==> src/rtl/dkc_pkg.sv <==
// Shared constants and helpers for the disk controller register interface.
// Assumes a 16-bit register width and three-bit register offsets.
package dkc_pkg;
    localparam int DW = 16;
    localparam int OFF_W = 3;
    localparam int ERR_W = 5;

    typedef enum logic [OFF_W-1:0] {
        OFF_CSR = 3'd0,
        OFF_BA  = 3'd1,
        OFF_DA  = 3'd2,
        OFF_MP  = 3'd3,
        OFF_EXT = 3'd4
    } reg_off_e;

    localparam logic [2:0] FUNC_NOP = 3'd0;

    // Merge a bus write into a current register value by byte lane.
    function automatic logic [DW-1:0] lane_merge(
        input logic [DW-1:0] cur,
        input logic [DW-1:0] wd,
        input logic          byte_acc,
        input logic          hi_lane
    );
        if (!byte_acc)
            lane_merge = wd;
        else if (hi_lane)
            lane_merge = {wd[7:0], cur[7:0]};
        else
            lane_merge = {cur[15:8], wd[7:0]};
    endfunction
endpackage

==> src/rtl/dkc_addr_regs.sv <==
// Bus address and disk address registers.
// Assumes the caller has already merged byte lanes; bus address bit 0 is not stored.
module dkc_addr_regs
    import dkc_pkg::*;
(
    input  logic          clk,
    input  logic          rst_n,
    input  logic          ba_we,
    input  logic [DW-1:0] ba_wd,
    input  logic          da_we,
    input  logic [DW-1:0] da_wd,
    output logic [DW-1:0] ba_rd,
    output logic [DW-1:0] da_rd
);
    logic [DW-1:1] ba_q;
    logic [DW-1:0] da_q;

    // Capture bus address writes, dropping bit 0.
    always_ff @(posedge clk) begin
        if (!rst_n)     ba_q <= '0;
        else if (ba_we) ba_q <= ba_wd[DW-1:1];
    end

    // Capture disk address writes.
    always_ff @(posedge clk) begin
        if (!rst_n)     da_q <= '0;
        else if (da_we) da_q <= da_wd;
    end

    assign ba_rd = {ba_q, 1'b0};
    assign da_rd = da_q;
endmodule

==> src/rtl/dkc_mp_queue.sv <==
// Multipurpose register queue: reads pop toward entry 0, bus writes fill
// every entry, and the engine can load all entries at once.
// Assumes bus write wins over engine load, which wins over a pop.
module dkc_mp_queue
    import dkc_pkg::*;
#(
    parameter int DEPTH = 3
) (
    input  logic                clk,
    input  logic                rst_n,
    input  logic                wr_all,
    input  logic [DW-1:0]       wr_data,
    input  logic                ld,
    input  logic [DEPTH*DW-1:0] ld_words,
    input  logic                pop,
    output logic [DW-1:0]       head
);
    logic [DW-1:0] ent_q [DEPTH];

    for (genvar i = 0; i < DEPTH; i++) begin : g_ent
        logic [DW-1:0] shift_in;
        if (i == DEPTH - 1) begin : g_last
            assign shift_in = ent_q[i];
        end else begin : g_mid
            assign shift_in = ent_q[i+1];
        end

        // Update one queue entry by priority of write, load, pop.
        always_ff @(posedge clk) begin
            if (!rst_n)      ent_q[i] <= '0;
            else if (wr_all) ent_q[i] <= wr_data;
            else if (ld)     ent_q[i] <= ld_words[i*DW +: DW];
            else if (pop)    ent_q[i] <= shift_in;
        end
    end

    assign head = ent_q[0];
endmodule

==> src/rtl/dkc_csr.sv <==
// Control/status and extension registers with command issue and interrupt.
// Assumes csr_wd is already byte-merged; the extension low bits are the single
// store behind control/status bits 5:4. A completion strobe is applied after
// any bus write in the same cycle.
module dkc_csr
    import dkc_pkg::*;
#(
    parameter int N_DRV = 4,
    parameter int EXT_W = 6
) (
    input  logic                     clk,
    input  logic                     rst_n,
    input  logic                     csr_we,
    input  logic [DW-1:0]            csr_wd,
    input  logic                     ext_we,
    input  logic [EXT_W-1:0]         ext_wd,
    input  logic [N_DRV-1:0]         drv_busy,
    input  logic                     done_stb,
    input  logic [ERR_W-1:0]         done_err,
    output logic [DW-1:0]            csr_rd,
    output logic [DW-1:0]            ext_rd,
    output logic                     irq,
    output logic                     start,
    output logic [2:0]               func,
    output logic [$clog2(N_DRV)-1:0] drive,
    output logic                     ie
);
    localparam int DRV_W = $clog2(N_DRV);

    logic [2:0]       func_q, func_n;
    logic [DRV_W-1:0] drv_q, drv_n;
    logic             ie_q, ie_n;
    logic             done_q, done_n;
    logic [ERR_W-1:0] err_q, err_n;
    logic [EXT_W-1:0] ext_q, ext_n;
    logic             irq_q, irq_n;
    logic             start_n;

    // Next-state of all control fields from bus write then completion.
    always_comb begin
        func_n  = func_q;
        drv_n   = drv_q;
        ie_n    = ie_q;
        done_n  = done_q;
        err_n   = err_q;
        ext_n   = ext_q;
        irq_n   = irq_q;
        start_n = 1'b0;
        if (csr_we) begin
            func_n     = csr_wd[3:1];
            ext_n[1:0] = csr_wd[5:4];
            ie_n       = csr_wd[6];
            done_n     = csr_wd[7];
            drv_n      = csr_wd[9:8];
            if (csr_wd[7]) begin
                if (!csr_wd[6])  irq_n = 1'b0;
                else if (done_q) irq_n = 1'b1;
            end else begin
                err_n = '0;
                irq_n = 1'b0;
                if (csr_wd[3:1] == FUNC_NOP) begin
                    done_n = 1'b1;
                    irq_n  = csr_wd[6];
                end else begin
                    start_n = 1'b1;
                end
            end
        end else if (ext_we) begin
            ext_n = ext_wd;
        end
        if (done_stb) begin
            err_n  = err_n | done_err;
            done_n = 1'b1;
            irq_n  = ie_n;
        end
    end

    // Register the control fields; reset leaves only done set.
    always_ff @(posedge clk) begin
        if (!rst_n) begin
            func_q <= '0;
            drv_q  <= '0;
            ie_q   <= 1'b0;
            done_q <= 1'b1;
            err_q  <= '0;
            ext_q  <= '0;
            irq_q  <= 1'b0;
            start  <= 1'b0;
        end else begin
            func_q <= func_n;
            drv_q  <= drv_n;
            ie_q   <= ie_n;
            done_q <= done_n;
            err_q  <= err_n;
            ext_q  <= ext_n;
            irq_q  <= irq_n;
            start  <= start_n;
        end
    end

    assign csr_rd = {|err_q, err_q, drv_q, done_q, ie_q, ext_q[1:0], func_q,
                     ~drv_busy[drv_q]};
    assign ext_rd = {{(DW-EXT_W){1'b0}}, ext_q};
    assign irq    = irq_q;
    assign func   = func_q;
    assign drive  = drv_q;
    assign ie     = ie_q;
endmodule

==> src/rtl/dkc_reg_if.sv <==
// Top of the disk controller register interface: decodes bus accesses,
// merges byte lanes and muxes read data from the register sub-blocks.
// Assumes single-cycle accesses; read side effects occur at the clock edge.
module dkc_reg_if
    import dkc_pkg::*;
#(
    parameter int N_DRV     = 4,
    parameter int MPQ_DEPTH = 3,
    parameter int EXT_W     = 6
) (
    input  logic                       clk,
    input  logic                       rst_n,
    input  logic                       bus_sel,
    input  logic                       bus_wr,
    input  logic                       bus_byte,
    input  logic [OFF_W:0]             bus_addr,
    input  logic [DW-1:0]              bus_wdata,
    output logic [DW-1:0]              bus_rdata,
    input  logic [N_DRV-1:0]           drv_busy,
    output logic                       cmd_start,
    output logic [2:0]                 cmd_func,
    output logic [$clog2(N_DRV)-1:0]   cmd_drive,
    input  logic                       cmd_done,
    input  logic [ERR_W-1:0]           cmd_err,
    input  logic                       res_load,
    input  logic [MPQ_DEPTH*DW-1:0]    res_words,
    output logic                       irq,
    output logic                       drv_stat_clr
);
    reg_off_e      off;
    logic          hi_lane, is_wr, is_rd;
    logic [DW-1:0] csr_rd, ext_rd, ba_rd, da_rd, mp_head;
    logic          csr_ie;

    assign off     = reg_off_e'(bus_addr[OFF_W:1]);
    assign hi_lane = bus_addr[0];
    assign is_wr   = bus_sel & bus_wr;
    assign is_rd   = bus_sel & ~bus_wr;

    dkc_csr #(.N_DRV(N_DRV), .EXT_W(EXT_W)) u_csr (
        .clk      (clk),
        .rst_n    (rst_n),
        .csr_we   (is_wr && off == OFF_CSR),
        .csr_wd   (lane_merge(csr_rd, bus_wdata, bus_byte, hi_lane)),
        .ext_we   (is_wr && off == OFF_EXT && !(bus_byte && hi_lane)),
        .ext_wd   (bus_wdata[EXT_W-1:0]),
        .drv_busy (drv_busy),
        .done_stb (cmd_done),
        .done_err (cmd_err),
        .csr_rd   (csr_rd),
        .ext_rd   (ext_rd),
        .irq      (irq),
        .start    (cmd_start),
        .func     (cmd_func),
        .drive    (cmd_drive),
        .ie       (csr_ie)
    );

    dkc_addr_regs u_addr (
        .clk   (clk),
        .rst_n (rst_n),
        .ba_we (is_wr && off == OFF_BA),
        .ba_wd (lane_merge(ba_rd, bus_wdata, bus_byte, hi_lane)),
        .da_we (is_wr && off == OFF_DA),
        .da_wd (lane_merge(da_rd, bus_wdata, bus_byte, hi_lane)),
        .ba_rd (ba_rd),
        .da_rd (da_rd)
    );

    dkc_mp_queue #(.DEPTH(MPQ_DEPTH)) u_mpq (
        .clk      (clk),
        .rst_n    (rst_n),
        .wr_all   (is_wr && off == OFF_MP),
        .wr_data  (lane_merge(mp_head, bus_wdata, bus_byte, hi_lane)),
        .ld       (res_load),
        .ld_words (res_words),
        .pop      (is_rd && off == OFF_MP),
        .head     (mp_head)
    );

    // Select read data for the addressed register.
    always_comb begin
        unique case (off)
            OFF_CSR: bus_rdata = csr_rd;
            OFF_BA:  bus_rdata = ba_rd;
            OFF_DA:  bus_rdata = da_rd;
            OFF_MP:  bus_rdata = mp_head;
            OFF_EXT: bus_rdata = ext_rd;
            default: bus_rdata = '0;
        endcase
    end

    assign drv_stat_clr = ~rst_n;
endmodule

==> config.mk <==
export PLATFORM = sky130hd
export DESIGN_NAME = dkc_reg_if
export DESIGN_NICKNAME = d
export VERILOG_FILES = /design/src/rtl/dkc_pkg.sv /design/src/rtl/dkc_addr_regs.sv /design/src/rtl/dkc_mp_queue.sv /design/src/rtl/dkc_csr.sv /design/src/rtl/dkc_reg_if.sv
export SDC_FILE = /design/constraint.sdc
export NUM_CORES = 1
export LEC_CHECK = 0
export BUFFER_PORTS_ARGS = -buffer_cell sky130_fd_sc_hd__buf_2
export CAP_MARGIN = 10
export CELL_PAD_IN_SITES_DETAIL_PLACEMENT = 1
export CELL_PAD_IN_SITES_GLOBAL_PLACEMENT = 1
export CORE_ASPECT_RATIO = 1.75
export CORE_MARGIN = 2
export CORE_UTILIZATION = 43
export DETAILED_ROUTE_END_ITERATION = 7
export HOLD_SLACK_MARGIN = 0.03
export PLACE_DENSITY_LB_ADDON = 0.1
export SYNTH_ARGS = -nofsm -noshare
export SYNTH_HDL_FRONTEND = slang
export SYNTH_SLANG_ARGS = --single-unit
==> constraint.sdc <==
create_clock -name clk -period 2.8 [get_ports clk]
set_clock_uncertainty 0.2 [all_clocks]
set_input_delay 0.14 -clock clk [delete_from_list [all_inputs] [get_ports clk]]
set_output_delay 0.14 -clock clk [all_outputs]
set_load 0.01 [all_outputs]
==> flow_summary.yaml, run 1 <==
clock_network:
  numClockSinks: 99
  cts.htree.levels: 3
  clockBufferDepth: 2
  cts_buffers: 9
  post_cts_buffers: 0
  tritoncts: "yes"
  clockRootBuffer: "clkbuf_16"
  cts_hold_buf: 70
  cts_resized: 0
  clk-insertion-delay-late_ps: 350
  clk_pin_slew_worst_paths_ps: 60
synth:
  async_reset_ff_frac: 0
  syn_inst: 450
  synth_nets: 534
  synth_warnings: 0
  synth-edff-count: 48
  ys_ff_latch: 99
  yosysSeqAreaShare: 0.4903
  syn-cell-area_um2: 5022
  avgSynthCellArea_um2: 11.16
  synthFlopType: "dfxtp_1"
  synth.distinct_cells: 47
power_and_ir_drop:
  combinationalPowerShare: 0.143
  p_sw_mw: 0.8043
  p_leak_nw: 2.639
  pwr-share-clk: 0.352
  power_density_nw_per_um2: 489.2
  switching_share: 0.2500
  p_int_mw: 2.413
  pwr-share-seq: 0.505
  power_mw: 3.217
  peakVddDrop_mv: 0.3816
setup_path:
  worst-setup-path-type: "in -> reg"
  cpMostUsedCell: "buf_4"
  cp_num_buf_inv: 4
  max_stage_delay_ps: 550
  crit_chain: "buf_2, buf_4, nor2_1, buf_4, nand3_2, o32ai_1, nand3_1, dlygate4sd3_1"
  path_delay_family: "buffers and inverters"
  critPathSlowestCell: "dlygate4sd3_1"
  cp-start-kind: "input port"
  required_ps: 2830
  startpoint: "bus_addr[1]"
  arrival_ps: 2420
  worstPathMaxFanout: 17
  r2r-start: "u_csr.func[0]"
  end_kind: "flip-flop"
drt:
  firstDrtPassIters: 5
  vias_per_cell: 5.846
  drt_first_iter_violations: 236
  vias: 4355
  antenna_left: 0
  routed_wl_um: 15010
  route.detailed.drc: 0
  wl_per_cell_um: 20.15
floorplanning:
  die_h_um: 147.0
  pin_count: 108
  floorplan.rows: 52
  die_x_um: 85.70
  die_area_um2: 12590
  initial_core_util: 0.4386
  fp.coreArea_um2: 11450
sta:
  finalCriticalPeriod_ps: 2385
  rsz0062_at_grt: "no"
  min_period_over_period: 0.8520
  slew_headroom: 0.2855
  fin_tns_setup_ps: 0
  drv_slew: 0
  worst_pin_slew_ps: 1069
  max_freq_mhz: 419.2
  setup_violations: 0
  hold_viol_final: 0
place:
  io_buffers: 107
  dp_hpwl_um: 10230
  gp_routability_congestion: 0.8064
  dp_cells: 659
global_routing:
  grt_max_degree: 49
  grt_pass1_vias: 4589
  antenna_found_initial: 0
  grt_overflow: 0
  grt_pass1_wl_um: 24360
  grt_util_all_layers: 0.2471
job:
  maxCapViolCount: 0
final_layout:
  n_antenna_cell: 0
  drive_gt1_frac: 0.2721
  synthToLayoutAreaGrowth_pct: 30.94
  stdcell_count: 745
  fill_cells: 1241
  nNetsFinal: 689
status:
  status: "finished clean"
worst_hold_path:
  hold_start: "cmd_done"
  hold_class: "in -> reg"
power groups by stage:
| stage | Combinational, mW | Sequential (mW) | Clock, mW |
|---|---|---|---|
| detailed placement | 0.379 | 1.66 | 0 |
| floorplan | 0.234 | 1.64 | 0 |
| finish | 0.461 | 1.62 | 1.13 |
| CTS | 0.457 | 1.62 | 1.15 |
| global route | 0.504 | 1.63 | 1.21 |
| global placement | 0.369 | 1.65 | 0 |
per-layer routing:
layer / vias up / wire length (um) / track usage
met5: - / 0 / 0
met3: 24 / 769 / 0.04382
met4: 0 / 362 / 0.08333
met2: 149 / 7770 / 0.4305
li1: 2051 / - / -
met1: 2131 / 6108 / 0.3048
cells in the final DEF (no fill, tap or decap), types with 2 or more instances in the layout:
cell type,synthesis,routed
nand4_1,2,2
mux2_2,15,15
buf_4,5,8
o22ai_1,6,6
o21ai_0,4,4
clkinvlp_4,0,2
and3_1,2,2
buf_2,18,107
clkbuf_16,0,9
and2_1,11,11
dlygate4sd3_1,0,70
a221o_1,32,32
o2bb2ai_1,16,16
nand2_1,7,7
nand3_1,5,5
clkinv_1,0,2
dfxtp_1,51,51
nor2b_1,10,10
a22oi_1,15,15
a211oi_1,18,18
o32a_1,2,2
a21oi_1,10,10
nor2_1,68,67
nor3_4,4,5
inv_1,6,6
nand2b_1,3,3
edfxtp_1,48,48
a31oi_1,10,10
mux2i_1,31,31
nor3_1,4,4
mux4_2,10,10
or2_2,2,2
registers in the layout, indices dropped and copies added, names as in the netlist:
signal        count
u_mpq.ent_q      48
u_addr.da_rd     16
u_addr.ba_q      15
u_csr.ext_q       6
u_csr.err_q       5
u_csr.func        3
u_csr.drive       2
u_csr.done_q      1
u_csr.ie          1
u_csr.irq         1
u_csr.start       1
tightest hold or removal path: stages:
cell    delay [ps]
buf_2          160
o32a_1         160
and3_1         140
Yosys cell counts, drive strengths merged (2+ instances only):
cell type | count | area (um^2)
a211oi | 18 | 135.1
a21oi | 10 | 50.05
a221o | 32 | 320.3
a22oi | 15 | 112.6
a31oi | 10 | 62.56
and2 | 11 | 68.82
and3 | 2 | 12.51
buf | 28 | 153.9
clkbuf | 14 | 52.55
dfxtp | 51 | 1021
edfxtp | 48 | 1441
inv | 6 | 22.52
mux2 | 15 | 168.9
mux2i | 31 | 310.3
mux4 | 10 | 225.2
nand2 | 7 | 26.28
nand2b | 3 | 18.77
nand3 | 6 | 35.03
nand3b | 2 | 27.53
nand4 | 2 | 12.51
nor2 | 68 | 255.2
nor2b | 10 | 62.56
nor3 | 9 | 95.09
o21ai | 5 | 25.02
o22ai | 6 | 37.54
o2bb2ai | 16 | 140.1
o32a | 2 | 20.02
or2 | 2 | 12.51
cells by family (layout without fill, tap and decap cells):
logic type / count (synthesis) / count (layout) / synth area share
buffers and inverters: 48 / 208 / 0.04559
multiplexers: 56 / 56 / 0.1403
AND/OR/NAND/NOR: 125 / 125 / 0.1298
AO/OA/AOI/OAI: 122 / 122 / 0.1941
flip-flops: 99 / 99 / 0.4903
worst paths after layout:
| path | to | slack [ps] | cells past startpoint |
|---|---|---|---|
| setup / recovery | u_csr.done_q | 410 | 8 |
| hold / removal | u_csr.irq | 100 | 3 |
| setup reg to reg | u_csr.done_q | 870 | 5 |
| hold reg to reg | u_addr.da_rd[6] | 300 | 2 |
final cells by class:
class                           count  area (um^2)  share of cell area
Sequential cell                    99         2462              0.3744
Multi-Input combinational cell    303         2345              0.3565
Timing Repair Buffer              186         1316              0.2002
Clock buffer                       10        229.0             0.03482
Tap cell                          135        168.9             0.02568
Clock inverter                      6        32.53            0.004947
Inverter                            6        22.52            0.003425
through the flow:
step                setup WS [ps]  instance area [um^2]    util  hold WS (ps)
floorplan                   626.3                  5022       -         24.14
global placement            540.1                  5614  0.4903         197.1
detailed placement          493.8                  5614  0.4903         217.0
CTS                         493.1                  6576  0.5743         103.7
global route                274.5                  6576  0.5743         137.2
finish                      414.5                  6576  0.5743         103.7
Note: power is estimated with default switching activity, not from simulation.
==> run 2, diff against run 1 <==
--- a/config.mk
+++ b/config.mk
@@ -11,7 +11,7 @@
 export CELL_PAD_IN_SITES_GLOBAL_PLACEMENT = 1
 export CORE_ASPECT_RATIO = 1.75
 export CORE_MARGIN = 2
-export CORE_UTILIZATION = 43
+export CORE_UTILIZATION = 40
 export DETAILED_ROUTE_END_ITERATION = 7
 export HOLD_SLACK_MARGIN = 0.03
 export PLACE_DENSITY_LB_ADDON = 0.1
==> run 2 against run 1 <==
Against the previous run:
- register-to-register slack about the same
- largest power group unchanged
- clock power rose by 9.7%
- wire length is 1.9% lower
- via count decreased by 1.7%
==> flow_summary.yaml, run 2 (same netlist as run 1, synthesis figures left out) <==
place:
  gp_routability_congestion: 0.7884
  dp_hpwl_um: 10510
  io_buffers: 107
floorplanning:
  initial_core_util: 0.4062
  fp.coreArea_um2: 12360
  die_h_um: 152.2
  pin_count: 108
  die_x_um: 88.71
  floorplan.rows: 54
  die_area_um2: 13500
drt:
  firstDrtPassIters: 5
  wl_per_cell_um: 18.95
  drt_first_iter_violations: 174
  route.detailed.drc: 0
  antenna_left: 0
  vias: 4280
  vias_per_cell: 5.508
  routed_wl_um: 14730
final_layout:
  regArea_um2: 2462
  largest_reg_flops: 48
  fill_cells: 1392
  n_antenna_cell: 0
  layout_commonest_cell: "buf_2"
  drive_gt1_frac: 0.2759
  nNetsFinal: 688
  synthToLayoutAreaGrowth_pct: 32.41
  multi_input_area_um2: 2345
  layout_common_cells: "buf_2, dlygate4sd3_1, nor2_1, dfxtp_1, edfxtp_1"
  largest-register: "u_mpq.ent_q"
clock_network:
  clockRootBuffer: "clkbuf_16"
  cts.htree.levels: 3
  cts_resized: 0
  clk-insertion-delay-late_ps: 340
  clk_pin_slew_worst_paths_ps: 70
  cts_buffers: 9
  numClockSinks: 99
  clockBufferDepth: 2
  tritoncts: "yes"
global_routing:
  grt_pass1_vias: 4416
  grt_util_all_layers: 0.2244
  grt_max_degree: 49
  grt_pass1_wl_um: 23500
  grt_overflow: 0
  antenna_found_initial: 0
status:
  status: "finished clean"
setup_path:
  critPathSlowestCell: "dlygate4sd3_1"
  crit_chain: "buf_2, buf_4, nor2_1, buf_4, nand3_2, o32ai_1, nand3_1, dlygate4sd3_1"
  r2r_cells: 5
  cp-start-kind: "input port"
  required_ps: 2830
  arrival_ps: 2270
  end_kind: "flip-flop"
  cpMostUsedCell: "buf_4"
  max_stage_delay_ps: 560
  worstPathMaxFanout: 15
  worst-setup-path-type: "in -> reg"
worst_hold_path:
  hold_depth: 3
  hold_class: "in -> reg"
power_and_ir_drop:
  p_leak_nw: 2.659
  peakVddDrop_mv: 0.3993
  power_density_nw_per_um2: 499.6
  power_mw: 3.323
sta:
  min_period_over_period: 0.8000
  rsz0062_at_grt: "no"
  setup_violations: 0
  drv_slew: 0
  max_freq_mhz: 446.4
  finalCriticalPeriod_ps: 2240
  slew_headroom: 0.2701
  hold_viol_final: 0
  worst_pin_slew_ps: 1092
  fin_tns_setup_ps: 0
job:
  maxCapViolCount: 0
## run 2: cell types whose count changed in the layout (fill, tap and decap cells not counted), sizes merged
cell / delta
inv: +1
bufinv: +1
dlygate4sd3: -2
buf: +1
clkinvlp: -2
## run 2: final timing paths
kind | slack, ps | from | end
hold / removal | 120 | cmd_done | u_csr.irq
setup / recovery | 560 | bus_addr[2] | u_csr.done_q
hold reg to reg | 300 | u_addr.ba_q[6] | u_addr.ba_q[6]
setup reg to reg | 880 | u_csr.func[0] | u_csr.done_q
## run 2: area by class of cell
type / instances / share of cell area
flip-flops and latches: 99 / 0.3703
multi-input cells: 303 / 0.3526
repair buffers: 185 / 0.1979
clock buffers: 10 / 0.03443
well taps: 168 / 0.03161
clock inverters: 6 / 0.009784
inverters: 6 / 0.003387
## run 2: routing by layer
layer  track usage  wire length (um)  up-vias
li1              -                 -     2054
met1        0.2886              6248     2103
met2        0.3813              7661      110
met3       0.04063               573       13
met4       0.05916               243        0
met5             0                 0        -
## run 2: power by group
group	total (mW)	switching, mW	internal, mW	leakage [nW]
sequential	1.62	0.0313	1.59	0.943
combinational	0.460	0.230	0.229	1.57
clock	1.24	0.546	0.695	0.141
## run 2: critical path, delay by kind of cell
family | cells | cell delay (ps)
buffers and inverters | 4 | 1250
and+or+nand+nor | 3 | 530
AOI/OAI and AO/OA | 1 | 340
## run 2: what timing repair did
action / 4_1_cts / 5_1_grt
setup buffers: 0 / 0
hold buffers: 68 / 0
hold endpoints to repair: 74 / 0
## run 2: through the flow
stage / worst slack, ps / utilization / hold slack, ps / cells / cell area, um^2
2_1_floorplan: 626.3 / - / 24.14 / 450 / 5022
3_3_place_gp: 555.2 / 0.4590 / 202.6 / 693 / 5675
3_5_place_dp: 469.0 / 0.4590 / 210.9 / 693 / 5675
4_1_cts: 594.2 / 0.5378 / 113.0 / 777 / 6650
5_1_grt: 450.0 / 0.5378 / 133.6 / 777 / 6650
6_report: 560.1 / 0.5378 / 118.3 / 777 / 6650
